==> src/rtl/emu_seq_pkg.sv <==
package emu_seq_pkg;

  typedef enum logic [2:0] {
    ST_HOLD  = 3'd0,
    ST_IRQ   = 3'd1,
    ST_GRANT = 3'd2,
    ST_LOAD  = 3'd3,
    ST_WB    = 3'd4,
    ST_READ  = 3'd5,
    ST_PASS  = 3'd6,
    ST_FAIL  = 3'd7
  } seq_state_e;

  typedef enum logic [2:0] {
    ERR_NONE     = 3'd0,
    ERR_EMS_TO   = 3'd1,
    ERR_GRANT_TO = 3'd2,
    ERR_WB_TO    = 3'd3,
    ERR_MISMATCH = 3'd4
  } fail_code_e;

  // true for the states that wait on a processor event under a timeout
  function automatic logic is_wait_state(input seq_state_e s);
    return (s == ST_IRQ) || (s == ST_GRANT) || (s == ST_WB);
  endfunction

  // timeout code that belongs to a wait state
  function automatic fail_code_e stage_code(input seq_state_e s);
    case (s)
      ST_IRQ:   return ERR_EMS_TO;
      ST_GRANT: return ERR_GRANT_TO;
      ST_WB:    return ERR_WB_TO;
      default:  return ERR_NONE;
    endcase
  endfunction

endpackage

==> src/rtl/emu_sync.sv <==
module emu_sync #(
  parameter int          W       = 3,
  parameter logic [W-1:0] RST_VAL = '1
) (
  input  logic         clk,
  input  logic         rst_n,
  input  logic [W-1:0] d,
  output logic [W-1:0] q
);

  logic [W-1:0] meta_q;
  logic [W-1:0] sync_q;

  always_ff @(posedge clk or negedge rst_n) begin
    if (!rst_n) begin
      meta_q <= RST_VAL;
      sync_q <= RST_VAL;
    end else begin
      meta_q <= d;
      sync_q <= meta_q;
    end
  end

  assign q = sync_q;

endmodule

==> src/rtl/emu_stage_timer.sv <==
module emu_stage_timer #(
  parameter int LIMIT = 4096
) (
  input  logic clk,
  input  logic rst_n,
  input  logic clear,
  input  logic run,
  output logic expire
);

  localparam int CW = $clog2(LIMIT + 1);

  logic [CW-1:0] cnt_q;

  always_ff @(posedge clk or negedge rst_n) begin
    if (!rst_n)      cnt_q <= '0;
    else if (clear)  cnt_q <= '0;
    else if (run)    cnt_q <= cnt_q + 1'b1;
  end

  assign expire = run && (cnt_q == CW'(LIMIT - 1));

endmodule

==> src/rtl/emu_mbox_lanes.sv <==
module emu_mbox_lanes #(
  parameter int LANES  = 3,
  parameter int LANE_W = 8,
  parameter logic [LANES*LANE_W-1:0] LOAD_WORD = '0,
  localparam int IDX_W  = (LANES > 1) ? $clog2(LANES) : 1,
  localparam int WORD_W = LANES * LANE_W
) (
  input  logic              clk,
  input  logic              rst_n,
  input  logic              clear,
  input  logic              wr_step,
  input  logic              rd_step,
  input  logic [LANE_W-1:0] rd_lane,
  output logic [IDX_W-1:0]  idx,
  output logic              last,
  output logic [LANE_W-1:0] wr_lane,
  output logic [WORD_W-1:0] rd_word
);

  logic [IDX_W-1:0]  idx_q;
  logic [LANE_W-1:0] lane_tab [LANES];

  assign last = (idx_q == IDX_W'(LANES - 1));
  assign idx  = idx_q;

  always_ff @(posedge clk or negedge rst_n) begin
    if (!rst_n)                   idx_q <= '0;
    else if (clear)               idx_q <= '0;
    else if (wr_step || rd_step)  idx_q <= last ? '0 : idx_q + 1'b1;
  end

  for (genvar i = 0; i < LANES; i++) begin : g_lane
    logic [LANE_W-1:0] hold_q;
    logic              hit;

    assign hit         = rd_step && (idx_q == IDX_W'(i));
    assign lane_tab[i] = LOAD_WORD[i*LANE_W +: LANE_W];

    always_ff @(posedge clk or negedge rst_n) begin
      if (!rst_n)   hold_q <= '0;
      else if (hit) hold_q <= rd_lane;
    end

    assign rd_word[i*LANE_W +: LANE_W] = hit ? rd_lane : hold_q;
  end

  assign wr_lane = lane_tab[idx_q];

endmodule

==> src/rtl/emu_bringup_seq.sv <==
module emu_bringup_seq
  import emu_seq_pkg::*;
#(
  parameter int RST_HOLD = 2000,
  parameter int TIMEOUT  = 4096,
  parameter int LANES    = 3,
  parameter int LANE_W   = 8,
  parameter logic [LANES*LANE_W-1:0] NOP_WORD   = '0,
  parameter logic [LANES*LANE_W-1:0] CHECK_WORD = 24'hC3_5A_A5,
  localparam int IDX_W  = (LANES > 1) ? $clog2(LANES) : 1,
  localparam int WORD_W = LANES * LANE_W
) (
  input  logic              clk,
  input  logic              rst_n,
  input  logic              restart,
  output logic              tgt_rst_n,
  output logic              tgt_emu_en,
  output logic              emu_irq_n,
  input  logic              ems_n,
  output logic              breq_n,
  input  logic              bgrant_n,
  input  logic              wb_rdy_n,
  output logic              mbox_we,
  output logic              mbox_re,
  output logic [IDX_W-1:0]  mbox_sel,
  output logic [LANE_W-1:0] mbox_wdata,
  input  logic [LANE_W-1:0] mbox_rdata,
  output logic              test_pass,
  output logic              test_fail,
  output logic [2:0]        fail_code
);

  seq_state_e st_q, st_d;
  fail_code_e code_q, code_d;
  logic       code_set;

  // named internal events, also observed by the checker
  logic [2:0]        sync_n;
  logic              ems_act, bg_act, wb_act;
  logic              in_irq, in_grant, in_load, in_wb, in_read;
  logic              stage_event;
  logic              stage_expire;
  logic              timed_out;
  logic              hold_done;
  logic              step_clear;
  logic              lane_last;
  logic              word_match;
  logic [WORD_W-1:0] back_word;

  emu_sync #(.W(3), .RST_VAL(3'b111)) u_sync (
    .clk   (clk),
    .rst_n (rst_n),
    .d     ({wb_rdy_n, bgrant_n, ems_n}),
    .q     (sync_n)
  );

  assign ems_act = ~sync_n[0];
  assign bg_act  = ~sync_n[1];
  assign wb_act  = ~sync_n[2];

  assign in_irq   = (st_q == ST_IRQ);
  assign in_grant = (st_q == ST_GRANT);
  assign in_load  = (st_q == ST_LOAD);
  assign in_wb    = (st_q == ST_WB);
  assign in_read  = (st_q == ST_READ);

  assign stage_event = (in_irq && ems_act) || (in_grant && bg_act) || (in_wb && wb_act);
  assign timed_out   = stage_expire && !stage_event;
  assign step_clear  = restart || (st_d != st_q);

  emu_stage_timer #(.LIMIT(RST_HOLD)) u_hold_tmr (
    .clk    (clk),
    .rst_n  (rst_n),
    .clear  (step_clear),
    .run    (st_q == ST_HOLD),
    .expire (hold_done)
  );

  emu_stage_timer #(.LIMIT(TIMEOUT)) u_wait_tmr (
    .clk    (clk),
    .rst_n  (rst_n),
    .clear  (step_clear),
    .run    (is_wait_state(st_q)),
    .expire (stage_expire)
  );

  emu_mbox_lanes #(
    .LANES     (LANES),
    .LANE_W    (LANE_W),
    .LOAD_WORD (NOP_WORD)
  ) u_mbox (
    .clk     (clk),
    .rst_n   (rst_n),
    .clear   (step_clear),
    .wr_step (in_load),
    .rd_step (in_read),
    .rd_lane (mbox_rdata),
    .idx     (mbox_sel),
    .last    (lane_last),
    .wr_lane (mbox_wdata),
    .rd_word (back_word)
  );

  assign word_match = (back_word == CHECK_WORD);

  always_comb begin
    st_d     = st_q;
    code_d   = ERR_NONE;
    code_set = 1'b0;
    case (st_q)
      ST_HOLD:  if (hold_done) st_d = ST_IRQ;
      ST_IRQ, ST_GRANT, ST_WB: begin
        if (stage_event) begin
          st_d = (st_q == ST_IRQ) ? ST_GRANT : (st_q == ST_GRANT) ? ST_LOAD : ST_READ;
        end else if (timed_out) begin
          st_d     = ST_FAIL;
          code_d   = stage_code(st_q);
          code_set = 1'b1;
        end
      end
      ST_LOAD:  if (lane_last) st_d = ST_WB;
      ST_READ: begin
        if (lane_last) begin
          if (word_match) begin
            st_d = ST_PASS;
          end else begin
            st_d     = ST_FAIL;
            code_d   = ERR_MISMATCH;
            code_set = 1'b1;
          end
        end
      end
      default: st_d = st_q;
    endcase
    if (restart) begin
      st_d     = ST_HOLD;
      code_set = 1'b0;
    end
  end

  always_ff @(posedge clk or negedge rst_n) begin
    if (!rst_n) begin
      st_q   <= ST_HOLD;
      code_q <= ERR_NONE;
    end else begin
      st_q <= st_d;
      if (restart)       code_q <= ERR_NONE;
      else if (code_set) code_q <= code_d;
    end
  end

  assign tgt_rst_n  = (st_q != ST_HOLD);
  assign tgt_emu_en = 1'b1;
  assign emu_irq_n  = ~in_irq;
  assign breq_n     = ~(in_grant || in_load);
  assign mbox_we    = in_load;
  assign mbox_re    = in_read;
  assign test_pass  = (st_q == ST_PASS);
  assign test_fail  = (st_q == ST_FAIL);
  assign fail_code  = code_q;

endmodule

==> config.mk <==
export PLATFORM = sky130hd
export DESIGN_NAME = emu_bringup_seq
export DESIGN_NICKNAME = d
export VERILOG_FILES = /design/src/rtl/emu_seq_pkg.sv /design/src/rtl/emu_sync.sv /design/src/rtl/emu_stage_timer.sv /design/src/rtl/emu_mbox_lanes.sv /design/src/rtl/emu_bringup_seq.sv
export SDC_FILE = /design/constraint.sdc
export NUM_CORES = 1
export LEC_CHECK = 0
export BUFFER_PORTS_ARGS = -buffer_cell sky130_fd_sc_hd__buf_2
export CAP_MARGIN = 20
export CORE_MARGIN = 5
export CORE_UTILIZATION = 45
export CTS_BUF_LIST = sky130_fd_sc_hd__clkbuf_2 sky130_fd_sc_hd__clkbuf_4 sky130_fd_sc_hd__clkbuf_8
export DETAILED_ROUTE_END_ITERATION = 7
export GPL_TIMING_DRIVEN = 0
export PLACE_DENSITY = 0.61
export SLEW_MARGIN = 20
export SYNTH_ARGS = -nofsm -noshare
export SYNTH_HDL_FRONTEND = slang
export SYNTH_SLANG_ARGS = --single-unit
==> constraint.sdc <==
create_clock -name clk -period 6.01 [get_ports clk]
set_input_delay 0.9015 -clock clk [delete_from_list [all_inputs] [get_ports clk]]
set_output_delay 0.9015 -clock clk [all_outputs]
set_load 0.05 [all_outputs]
* Word level (Yosys, flattened, before mapping)
Index checks and enable logic that the tools add are counted.
** Storage, ports and cells
- Flip-flop bits (word level) :: 62
- Word-level logic and storage cells :: 95
- Output and inout port bits :: 21
- Input bits :: 14
** Cells by class
- Mux-type cells :: 37
- Bitwise logic cells :: 6
- Magnitude comparators :: 1
- $add $sub $neg :: 3
- Equal/unequal tests :: 13
- Reductions and logical operators :: 25
** Operators with widths (number)
- 2-to-1 mux 8 bit :: 5
- 2-to-1 mux 3 bit :: 12
- 2-to-1 mux 13 bit :: 2
- equality test 24 bit (second input constant) :: 1
- 2-to-1 mux 11 bit :: 2
- binary-select mux 8 bit (select 2 bit) :: 1
- adder 13 x 1 -> 13 bit (second input constant) :: 1
- equality test 13 x 12 -> 1 bit (second input constant) :: 1
- equality test 3 bit (second input constant) :: 4
- one-hot mux 3 bit (4 select lines) :: 1
- adder 11 x 1 -> 11 bit (second input constant) :: 1
- equality test 11 bit (second input constant) :: 1
- 2-to-1 mux 2 bit :: 5
- logical AND 1 bit :: 9
- nonzero test 2 bit :: 4
- logical OR 1 bit :: 7
- equality test 3 x 2 -> 1 bit (second input constant) :: 2
- 2-to-1 mux 1 bit :: 6
- one-hot mux 2 bit (3 select lines) :: 1
- one-hot mux 3 bit (2 select lines) :: 1
- NOT 1 bit :: 5
- equality test 3 x 1 -> 1 bit (second input constant) :: 1
- >= comparator 3 bit (second input constant) :: 1
- logical NOT 3 bit :: 1
- other kinds (10) :: 10

* Logic depth before layout (Yosys ltp)
- Depth in word-level cells :: 13
- Mapped depth :: 8
- Mapped depth without buffers :: 6

* Hierarchy
A second synthesis with hierarchy kept.
** Second synthesis, totals
- Cells, all modules :: 281
- Area total of the unflattened synthesis :: 3096.7 um^2
** By module, submodules not included
- emu_mbox_lanes :: cells an instance 71, sequential area each 650.6 um^2, area an instance 1067.3 um^2, instances 1
- emu_bringup_seq :: cells an instance 85, sequential area each 150.1 um^2, area an instance 659.4 um^2, instances 1
- emu_stage_timer at u_wait_tmr :: cells an instance 63, sequential area each 325.3 um^2, area an instance 646.9 um^2, instances 1
- emu_stage_timer at u_hold_tmr :: cells an instance 56, sequential area each 275.3 um^2, area an instance 565.5 um^2, instances 1
- emu_sync :: cells an instance 6, sequential area each 157.7 um^2, area an instance 157.7 um^2, instances 1

* Worst setup path before layout
No wires, ideal clock.
- Path kind :: register to output
- Start point :: register st_q[2]
- End point :: output port test_pass
- Arrival :: 1.564 ns
- Path buffers :: 2
- Path slack :: 3.545 ns
- Data required time :: 5.108 ns
- Cell stages (with the launch flop) :: 5
- Cells stage by stage :: dfrtp_1 -> buf_4 -> clkbuf_1 -> nand2_1 -> nor2_1
** On the way
- Longest elaborated chain between the ends :: 1
** Ends and longest elaborated chain
- from (decl) :: RTL line emu_bringup_seq.sv:33 : seq_state_e st_q, st_d;
- from (signal assigned) :: RTL line emu_bringup_seq.sv:146 : st_q <= st_d;
- equality test 3 bit :: RTL line emu_bringup_seq.sv:158 : assign test_pass = (st_q == ST_PASS);
- to (decl) :: RTL line emu_bringup_seq.sv:28 : output logic test_pass,
No other way between the ends.

* Worst setup path in the final report
- Start point :: register st_q[1]
- End point :: output port tgt_rst_n
** On the way
- Longest elaborated chain between the ends :: 1
** Ends and longest elaborated chain
- nonzero test 3 bit :: RTL line emu_bringup_seq.sv:152 : assign tgt_rst_n = (st_q != ST_HOLD);
- to (decl) :: RTL line emu_bringup_seq.sv:16 : output logic tgt_rst_n,
No other way between the ends.

==> flow_metrics.py <==
metrics = {
    "pwr": {
        "p_int_uw": 483,
        "power_density_nw_per_um2": 197,
        "switchingPower_uw": 162,
        "p_leak_nw": 1.45,
        "ir_drop_mv": 0.121,
        "clkPwrFrac": 0.321,
        "power_frac_seq": 0.605,
        "switching_share": 0.251,
        "combPwrFrac": 0.075,
    },
    "clock_network": {
        "clk-insertion-delay-late_ns": 0.31,
        "cts_tree": "done",
        "cts_inserted_buffers": 5,
        "cts_root_buf": "clkbuf_8",
        "clock_path_buffers": 2,
        "clkSlewWorstSetupHoldPaths_ns": 0.10,
        "clock_sinks": 56,
        "htree_levels": 2,
        "holdBufCountCts": 0,
        "cts_resized": 0,
        "post_cts_buffers": 0,
    },
    "sta": {
        "finalSetupViolCount": 0,
        "relSlewSlack": 0.531,
        "hold_violations": 0,
        "worst_slew_pin_slew_ns": 0.703,
        "rsz0062_at_grt": "no",
        "layout_min_cycle_time_ns": 2.95,
        "tns_ns": 0,
        "hold-worst-slack_ns": 0.361,
        "clock.fmax_mhz": 339,
        "slew_violations": 0,
        "finalCritPeriodShare": 0.491,
        "fin_skew_ns": 0.0106,
    },
    "global_route": {
        "grt_start_max_net_pins": 57,
        "antenna_found_initial": 0,
        "grt_usage": 0.149,
        "overflow": 0,
        "grt_pass1_vias": 2162,
        "grt_pass1_wl_um": 10300,
    },
    "floorplan": {
        "fp.coreArea_um2": 6350,
        "die-area_um2": 8230,
        "start_util": 0.462,
        "top_level_ports": 35,
        "die_w_um": 90.7,
        "rows": 29,
        "die_h_um": 90.7,
    },
    "worst_setup_path": {
        "cp-end-kind": "primary output",
        "cp-start-kind": "flip-flop",
        "cp_max_fo": 10,
        "worstPathRequired_ns": 5.11,
        "crit_arrival_ns": 2.05,
        "setup.worst_path.class": "flip-flop to primary output",
    },
    "logic_synthesis": {
        "yosysWarnings": 0,
        "async_flop_share": 1.00,
        "ys_top_cells_by_count": "dfrtp_1, nor3_1, nor2_1",
        "synth_seq_cells": 56,
        "synth.top_cell.area_share": 0.427,
        "yosys.area.top_type": "dfrtp_1",
        "synth_area_per_cell_um2": 10.4,
        "synth-seq-area-share": 0.481,
        "synth_most_common_cell": "dfrtp_1",
        "ys_types": 55,
        "synth.area.top_cells": "dfrtp_1, mux2_2, nor3_1, dfstp_2, xnor2_1",
        "synth_area_um2": 2930,
        "syn-instance-count": 282,
        "synthFlopType": "dfrtp_1",
        "synth_edf_count": 0,
    },
    "detailed_routing": {
        "wl_um": 5860,
        "post_drt_wl_per_cell_um": 14.7,
        "firstDrtPassIters": 4,
        "drt.antenna.violating_nets": 0,
        "routed_via_density": 5.29,
        "dr.first_iter.drc_count": 120,
        "route.detailed.drc": 0,
        "vias": 2111,
    },
    "outcome": {
        "status": "finished clean",
    },
    "final_layout": {
        "seqCellArea_um2": 1410,
        "fill_cells": 606,
        "multi_input_area_um2": 1370,
        "stdcell_area_um2": 3270,
        "drive_gt1_frac": 0.261,
        "postLayoutCoreUtil": 0.515,
        "final_cells": 399,
        "diodes": 0,
        "synthToLayoutAreaGrowth_pct": 11.5,
        "layout.nets": 337,
    },
    "place": {
        "dp_hpwl_um": 4280,
        "dp_cells": 391,
        "numPortBuffers": 25,
        "gp_congestion": 0.835,
        "placed_cell_area_um2": 3180,
    },
    "min_path": {
        "hp-class": "flip-flop to flip-flop",
    },
    "flow_run": {
        "drv_cap": 0,
    },
}
-- sequential cells by signal, summed over array words and instances, names as in the netlist --
| name | cells |
|---|---|
| fail_code | 3 |
| st_q | 3 |
| u_hold_tmr.cnt_q | 11 |
| u_mbox.g_lane.hold_q | 18 |
| u_mbox.idx | 2 |
| u_sync.meta_q | 3 |
| u_sync.q | 3 |
| u_wait_tmr.cnt_q | 13 |
-- power groups by stage --
stage                     combinational [mW]  sequential, mW  clock (mW)
after floorplan                       0.0311           0.396           0
after global placement                0.0483           0.397           0
after detailed placement              0.0488           0.397           0
after CTS                             0.0490           0.390       0.213
after global routing                  0.0533           0.391       0.232
final                                 0.0482           0.390       0.207
-- cell type report --
cell class / count / area share
inverters: 10 / 0.0115
plain buffers: 21 / 0.0440
well taps: 77 / 0.0295
repair buffers: 25 / 0.0390
flip-flops and latches: 56 / 0.431
clock buffers: 5 / 0.0210
clock inverters: 3 / 0.00574
multi-input cells: 202 / 0.418
-- cells by family after synthesis --
| logic type | after synthesis | synth area share |
|---|---|---|
| and+or+nand+nor | 108 | 0.192 |
| DFF | 56 | 0.481 |
| AOI/OAI and AO/OA | 37 | 0.0973 |
| buffers and inverters | 31 | 0.0619 |
| xor gates and xnor gates | 24 | 0.0743 |
| muxes | 22 | 0.0824 |
| adders and majority gates | 2 | 0.00853 |
| other | 2 | 0.00256 |
-- cells in the final DEF, fill, tap and decap left out, types with 3 or more instances in the layout --
cell / instances
mux2i_1: 5
buf_2: 27
dfrtp_1: 50
nor3_1: 34
inv_1: 10
nor3b_1: 4
nand3_1: 4
xor2_1: 6
o21ai_0: 10
a21oi_1: 6
nor2_1: 20
xnor2_1: 17
clkbuf_8: 5
and3_1: 4
dfstp_2: 6
clkbuf_1: 3
buf_4: 13
mux2_2: 17
nand4_1: 5
nand2b_1: 4
nor2b_1: 3
nand2_1: 16
conb_1: 9
-- worst paths after layout --
| path | start | to | slack, ns | cells past startpoint |
|---|---|---|---|---|
| max in group asynchronous | rst_n | u_hold_tmr.cnt_q[5] | 4.91 | 1 |
| min in group asynchronous | rst_n | u_hold_tmr.cnt_q[0] | 0.62 | 1 |
| worst max register to register | st_q[1] | u_hold_tmr.cnt_q[8] | 3.48 | 7 |
| worst min-delay path | u_sync.meta_q[1] | u_sync.q[1] | 0.36 | 0 |
| worst min register to register | u_sync.meta_q[1] | u_sync.q[1] | 0.36 | 0 |
| worst max-delay path | st_q[1] | tgt_rst_n | 3.06 | 5 |
-- per-stage QoR --
step	worst slack, ns	power [mW]
global placement	3.42	0.445
detailed placement	3.39	0.446
global route	2.94	0.677
finish	3.06	0.645
floorplan	3.55	0.427
CTS	3.05	0.652
-- worst max-delay path: stages, from the launching register on --
cell and delay, ns:
dfrtp_1 0.42, buf_4 0.18, clkbuf_1 0.22, nor3_1 0.62, inv_1 0.08, buf_2 0.23
-- metal layers --
metal / vias to the layer above / track usage / routed length [µm] / share of wire
met2: 36 / 0.228 / 2670 / 0.46
met1: 1012 / 0.210 / 2880 / 0.49
met3: 7 / 0.0300 / 213 / 0.036
met4: 0 / 0.0521 / 97 / 0.017
met5: - / 0 / 0 / 0
li1: 1056 / - / - / -
(Power assumes the default switching activity.)
